==> src/rtl/i2c_regslave_pkg.sv <==
package i2c_regslave_pkg;

    localparam int BYTE_W    = 8;
    localparam int DEV_W     = 7;
    localparam int CNT_W     = $clog2(BYTE_W + 1);
    localparam logic [3:0] DEV_HI = 4'b0011;

    typedef logic [BYTE_W-1:0] byte_t;

    typedef enum logic [2:0] {
        ST_IDLE,
        ST_DEV,
        ST_REG,
        ST_WDATA,
        ST_ACK,
        ST_TX,
        ST_MACK
    } xfer_state_t;

    typedef struct packed {
        logic scl_lvl;
        logic sda_lvl;
        logic scl_rise;
        logic scl_fall;
        logic start;
        logic stop;
    } bus_ev_t;

    function automatic logic [DEV_W-1:0] dev_addr_of(input logic [1:0] strap);
        return {DEV_HI, ~strap[1], 1'b1, strap[0]};
    endfunction

endpackage

==> src/rtl/i2c_bus_sense.sv <==
module i2c_bus_sense
    import i2c_regslave_pkg::*;
#(
    parameter int STAGES = 2
) (
    input  logic    clk,
    input  logic    rst,
    input  logic    scl_i,
    input  logic    sda_i,
    output bus_ev_t ev
);
    logic [STAGES-1:0] scl_sh, sda_sh;
    logic              scl_d, sda_d;
    logic              scl_q, sda_q;

    always_ff @(posedge clk) begin
        if (rst) begin
            scl_sh <= '1;
            sda_sh <= '1;
            scl_d  <= 1'b1;
            sda_d  <= 1'b1;
        end else begin
            scl_sh <= {scl_sh[STAGES-2:0], scl_i};
            sda_sh <= {sda_sh[STAGES-2:0], sda_i};
            scl_d  <= scl_sh[STAGES-1];
            sda_d  <= sda_sh[STAGES-1];
        end
    end

    assign scl_q = scl_sh[STAGES-1];
    assign sda_q = sda_sh[STAGES-1];

    always_comb begin
        ev.scl_lvl  = scl_q;
        ev.sda_lvl  = sda_q;
        ev.scl_rise = scl_q & ~scl_d;
        ev.scl_fall = ~scl_q & scl_d;
        ev.start    = scl_q & scl_d & sda_d & ~sda_q;
        ev.stop     = scl_q & scl_d & ~sda_d & sda_q;
    end
endmodule

==> src/rtl/i2c_xfer_ctrl.sv <==
module i2c_xfer_ctrl
    import i2c_regslave_pkg::*;
(
    input  logic             clk,
    input  logic             rst,
    input  bus_ev_t          ev,
    input  logic [DEV_W-1:0] dev_addr,
    input  logic             wr_only,
    input  byte_t            reg_rdata,
    output logic             sda_oe,
    output byte_t            reg_addr,
    output byte_t            reg_wdata,
    output logic             reg_we
);
    xfer_state_t      state, resume;
    byte_t            shreg, txb, ptr;
    logic [CNT_W-1:0] cnt;
    logic             mnack;

    localparam logic [CNT_W-1:0] FULL = CNT_W'(BYTE_W);

    always_ff @(posedge clk) begin
        if (rst) begin
            state     <= ST_IDLE;
            resume    <= ST_IDLE;
            shreg     <= '0;
            txb       <= '0;
            ptr       <= '0;
            cnt       <= '0;
            mnack     <= 1'b0;
            sda_oe    <= 1'b0;
            reg_we    <= 1'b0;
            reg_wdata <= '0;
        end else begin
            reg_we <= 1'b0;
            if (ev.start) begin
                state  <= ST_DEV;
                cnt    <= '0;
                sda_oe <= 1'b0;
            end else if (ev.stop) begin
                state  <= ST_IDLE;
                sda_oe <= 1'b0;
            end else begin
                case (state)
                    ST_DEV, ST_REG, ST_WDATA: begin
                        if (ev.scl_rise && cnt != FULL) begin
                            shreg <= {shreg[BYTE_W-2:0], ev.sda_lvl};
                            cnt   <= cnt + 1'b1;
                        end else if (ev.scl_fall && cnt == FULL) begin
                            cnt <= '0;
                            if (state == ST_DEV) begin
                                if (shreg[BYTE_W-1:1] == dev_addr && !(shreg[0] && wr_only)) begin
                                    sda_oe <= 1'b1;
                                    state  <= ST_ACK;
                                    resume <= shreg[0] ? ST_TX : ST_REG;
                                end else begin
                                    state <= ST_IDLE;
                                end
                            end else begin
                                if (state == ST_REG) begin
                                    ptr <= shreg;
                                end else begin
                                    reg_we    <= 1'b1;
                                    reg_wdata <= shreg;
                                end
                                sda_oe <= 1'b1;
                                state  <= ST_ACK;
                                resume <= ST_WDATA;
                            end
                        end
                    end
                    ST_ACK: begin
                        if (ev.scl_fall) begin
                            state <= resume;
                            cnt   <= '0;
                            if (resume == ST_TX) begin
                                txb    <= reg_rdata;
                                sda_oe <= ~reg_rdata[BYTE_W-1];
                            end else begin
                                sda_oe <= 1'b0;
                            end
                        end
                    end
                    ST_TX: begin
                        if (ev.scl_rise) begin
                            cnt <= cnt + 1'b1;
                        end else if (ev.scl_fall) begin
                            if (cnt == FULL) begin
                                sda_oe <= 1'b0;
                                state  <= ST_MACK;
                            end else begin
                                txb    <= {txb[BYTE_W-2:0], 1'b0};
                                sda_oe <= ~txb[BYTE_W-2];
                            end
                        end
                    end
                    ST_MACK: begin
                        if (ev.scl_rise) begin
                            mnack <= ev.sda_lvl;
                        end else if (ev.scl_fall) begin
                            cnt <= '0;
                            if (mnack) begin
                                state <= ST_IDLE;
                            end else begin
                                state  <= ST_TX;
                                txb    <= reg_rdata;
                                sda_oe <= ~reg_rdata[BYTE_W-1];
                            end
                        end
                    end
                    default: ;
                endcase
            end
        end
    end

    assign reg_addr = ptr;

    // a START always opens a fresh address phase
    assert_start_opens_addr_R3: assert property (@(posedge clk) disable iff (rst)
        ev.start |=> (state == ST_DEV && cnt == '0));

    // a STOP always leaves the block idle with the line released
    assert_stop_to_idle_R10: assert property (@(posedge clk) disable iff (rst)
        ev.stop |=> (state == ST_IDLE && !sda_oe));

    // the line is pulled low only in acknowledge or transmit phases
    assert_drive_phase_only_R2: assert property (@(posedge clk) disable iff (rst)
        sda_oe |-> (state == ST_ACK || state == ST_TX));

    // the enable moves only while the synchronized clock is low
    assert_oe_scl_low_R11: assert property (@(posedge clk) disable iff (rst)
        !$stable(sda_oe) |-> (!$past(ev.scl_lvl) || $past(ev.start) || $past(ev.stop)));

    // each write strobe is a single clock wide
    assert_we_single_R7: assert property (@(posedge clk) disable iff (rst)
        reg_we |=> !reg_we);

    // with reads refused, an acknowledge never leads into transmit
    assert_no_read_when_wronly_R6: assert property (@(posedge clk) disable iff (rst)
        (state == ST_ACK && wr_only) |-> (resume != ST_TX));
endmodule

==> src/rtl/i2c_regslave.sv <==
module i2c_regslave
    import i2c_regslave_pkg::*;
#(
    parameter int SYNC_STAGES = 2
) (
    input  logic       clk,
    input  logic       rst,
    input  logic       scl_i,
    input  logic       sda_i,
    output logic       sda_oe,
    input  logic [1:0] addr_strap,
    input  logic       wr_only,
    output logic [7:0] reg_addr,
    output logic [7:0] reg_wdata,
    output logic       reg_we,
    input  logic [7:0] reg_rdata
);
    bus_ev_t          ev;
    logic [DEV_W-1:0] dev_addr;

    assign dev_addr = dev_addr_of(addr_strap);

    i2c_bus_sense #(.STAGES(SYNC_STAGES)) u_sense (
        .clk   (clk),
        .rst   (rst),
        .scl_i (scl_i),
        .sda_i (sda_i),
        .ev    (ev)
    );

    i2c_xfer_ctrl u_ctrl (
        .clk       (clk),
        .rst       (rst),
        .ev        (ev),
        .dev_addr  (dev_addr),
        .wr_only   (wr_only),
        .reg_rdata (reg_rdata),
        .sda_oe    (sda_oe),
        .reg_addr  (reg_addr),
        .reg_wdata (reg_wdata),
        .reg_we    (reg_we)
    );

    // nothing is driven in the first cycle after reset
    assert_reset_quiet_R1: assert property (@(posedge clk)
        $past(rst) |-> (!sda_oe && !reg_we));
endmodule

==> config.mk <==
export PLATFORM = sky130hd
export DESIGN_NAME = i2c_regslave
export DESIGN_NICKNAME = d
export VERILOG_FILES = /design/src/rtl/i2c_regslave_pkg.sv /design/src/rtl/i2c_bus_sense.sv /design/src/rtl/i2c_xfer_ctrl.sv /design/src/rtl/i2c_regslave.sv
export SDC_FILE = /design/constraint.sdc
export NUM_CORES = 1
export LEC_CHECK = 0
export CAP_MARGIN = 0
export CORE_MARGIN = 2
export CORE_UTILIZATION = 35
export CTS_CLUSTER_SIZE = 28
export DETAILED_ROUTE_END_ITERATION = 8
export HOLD_SLACK_MARGIN = 0.06
export PLACE_DENSITY = 0.6
export SYNTH_ARGS = -nofsm -noshare
export SYNTH_HDL_FRONTEND = slang
export SYNTH_HIERARCHICAL = 1
export SYNTH_SLANG_ARGS = --single-unit
==> constraint.sdc <==
create_clock -name clk -period 2.09 [get_ports clk]
set_input_delay 0.209 -clock clk [delete_from_list [all_inputs] [get_ports clk]]
set_output_delay 0.209 -clock clk [all_outputs]
set_load 0.02 [all_outputs]
==> metrics.md <==
| Metric | Value |
|---|---|
| Status | complete, no violations |
| Commonest cells after routing, fill and taps aside | 50 x dfxtp_1, 42 x nor2_1, 33 x mux2i_1, 32 x clkdlybuf4s50_1, 17 x buf_4 |
| Worst setup SP type | flip-flop |
| Pre-CTS setup slack | approximately 0.083 ns |
| VDD IR max | 0.0002802 V |
| Area occupied by multi-input gates | 1295 µm² |
| Ant. Diodes | 0 |
| CTS sink count | 50 |
| Worst Hold Endpoint | u_sense/sda_sh[1] |
| Via count | 1914 |
| Cell area after synthesis | 2427 µm² |
| Layout fillers | 670 |
| Layout cells sized above 1 | 0.1291 |
| Gr ovfl total | 0 |
| Clk_lat worst skew | 0.30 ns |
| Initial core utilization | 0.3593 |
| Area grow syn2layout | 23.87% |
| Largest net degree at the start of global routing | 40 |
| GPL Wtd Cong | 0.9409 |
| Final Hold Viols | 0 |
| Critical path class | flip-flop to flip-flop |
| Drt wl/cell | 13.36 µm |
| R2R Path End | u_ctrl/txb[3] |
| Fin crit period | 1.872 ns |
| I/O pin count | 33 |
| H-tree Lvls | 2 |
| Iteration-0 DRC Markers | 108 |
| Mean Syn Cell Area | 9.408 µm² |
| Clock transition at the registers of the reported paths | roughly 0.090 ns |
| Rows | 30 |
| Crit path DAT | 2.09 ns |
| Core area | 6756 µm² |
| Max transition margin | 0.5741 |
| PnR worst setup slack | 0.2179 ns |
| Worst reg-to-reg path cell count | 9 |
| Max cap viols | 0 |
| Area of the die | 7617 µm² |
| Vias/cell | 5.010 |
| Root buf cell | clkbuf_8 |
| CTS tree | yes |
| Worst Skew | approximately 0.0054 ns |
| Hold depth | 1 |
| Period utilisation layout | 0.8958 |
| DP HPWL | 3.671 mm |
| Fin Setup TNS | 0 ns |
| Worst Path Max Fanout | 14 |
| Post-route ant nets | 0 |
| Finish-stage setup viols | 0 |
| Drt pass-1 iters | 4 |
| Max Clk Rate | about 0.53 GHz |
| Die width | 87.28 µm |
| Syn. warnings | 6 |
| Synthesized instance count | 258 |
| HP Class | flip-flop to flip-flop |
| RSZ-0062 raised after global routing | false |
| PD cells | 569.8 nW/µm² |
| Total GRT Usage | 0.1391 |
| Die Height | between 80 and 90 µm |
| Hold path startpoint | u_sense/sda_sh[0] |
| WP data required | 2.31 ns |
| Wirelength, routed | ~5.1 mm |
| Antenna violations before repair | 0 |
| Worst-Margin Slew | ~0.63 ns |
| TritonCTS buffer count | 5 |
| Max Slew Vio Count | 0 |
| Vias in the first global route | 1858 |
| DRC violations left | 0 |
| Port Buf Inserts | 32 |
| Most common cell after layout, fill and taps aside | dfxtp_1 |
| First-pass GRT wire length | just under 9 mm |
| Pleak | between 1 and 1.5 nW |
| Reg2reg start | u_ctrl/cnt[0] |
| WHS | around 0.41 ns |
| Reg2Reg Setup Slack | between 0.2 and 0.25 ns |
| CP endpoint kind | flip-flop |
| FF/Latch Area | 1001 µm² |
| CTS Buffer Depth | 2 |
| # hold bufs at CTS | 0 |
| Nets@finish | 318 |
==> cell type report <==
class | count | share of cell area
multi-input cells | 184 | 0.4307
flip-flops and latches | 50 | 0.3329
well taps | 80 | 0.03329
clock buffers | 7 | 0.03204
repair buffers | 50 | 0.1556
clock inverters | 1 | 0.002913
inverters | 10 | 0.01248
==> metrics by stage <==
step / std cells / cell area [µm²] / util / total power, mW
floorplan: 261 / 2439 / - / 1.058
global placement: 372 / 2882 / 0.4265 / 1.111
detailed placement: 372 / 2882 / 0.4265 / 1.112
CTS: 380 / 2987 / 0.4420 / 1.737
global route: 382 / 3007 / 0.4450 / 1.784
finish: 382 / 3007 / 0.4450 / 1.713
==> flip-flops by register name (all words and copies together), names as in the netlist, 2 cells and up <==
register,count
u_ctrl/state,3
u_ctrl/cnt,4
u_ctrl/reg_wdata,8
u_ctrl/txb,7
u_ctrl/reg_addr,8
u_ctrl/resume,3
u_sense/sda_sh,2
u_sense/scl_sh,2
u_ctrl/shreg,8
==> repair_timing <==
action                                  4_1_cts  5_1_grt
resized for setup                             0        2
buffers inserted                              0        2
endpoints found under the setup margin        0       23
==> metal layers <==
metal  global-route usage  up-vias  share of wire
met4              0.05175        0         0.0043
met5                    0        -              0
met3              0.02464        3          0.037
li1                     -      979              -
met1               0.1974      889           0.50
met2               0.2101       43           0.45
==> power by group <==
group          internal [mW]  leakage, nW  switching [mW]  total [mW]
sequential             0.959        0.404         0.00483       0.964
clock                  0.304       0.0544           0.319       0.623
combinational         0.0619        0.789          0.0645       0.126
total                   1.32         1.25           0.389        1.71
==> critical path, cell delays in order, from the launching register on <==
cell and delay (ns):
dfxtp_1 0.37, inv_1 0.08, ha_1 0.23, nand3b_1 0.09
buf_4 0.17, o211ai_4 0.10, a311oi_4 0.25, buf_4 0.23
nor2_1 0.05, a211oi_1 0.21
==> worst max-delay path by stage <==
| stage | slack (ns) | endpoint | depth (start not counted) | startpoint |
|---|---|---|---|---|
| floorplan | 0.32 | u_ctrl/txb[6] | 8 | u_ctrl/cnt[0] |
| global placement | 0.14 | u_ctrl/shreg[4] | 7 | u_ctrl/cnt[0] |
| detailed placement | 0.08 | u_ctrl/shreg[0] | 7 | u_ctrl/cnt[0] |
| CTS | 0.07 | u_ctrl/txb[3] | 8 | u_ctrl/cnt[0] |
| global route | 0.04 | u_ctrl/txb[1] | 8 | u_sense/sda_sh[1] |
| finish | 0.22 | u_ctrl/txb[3] | 9 | u_ctrl/cnt[0] |
(Power assumes the default switching activity.)
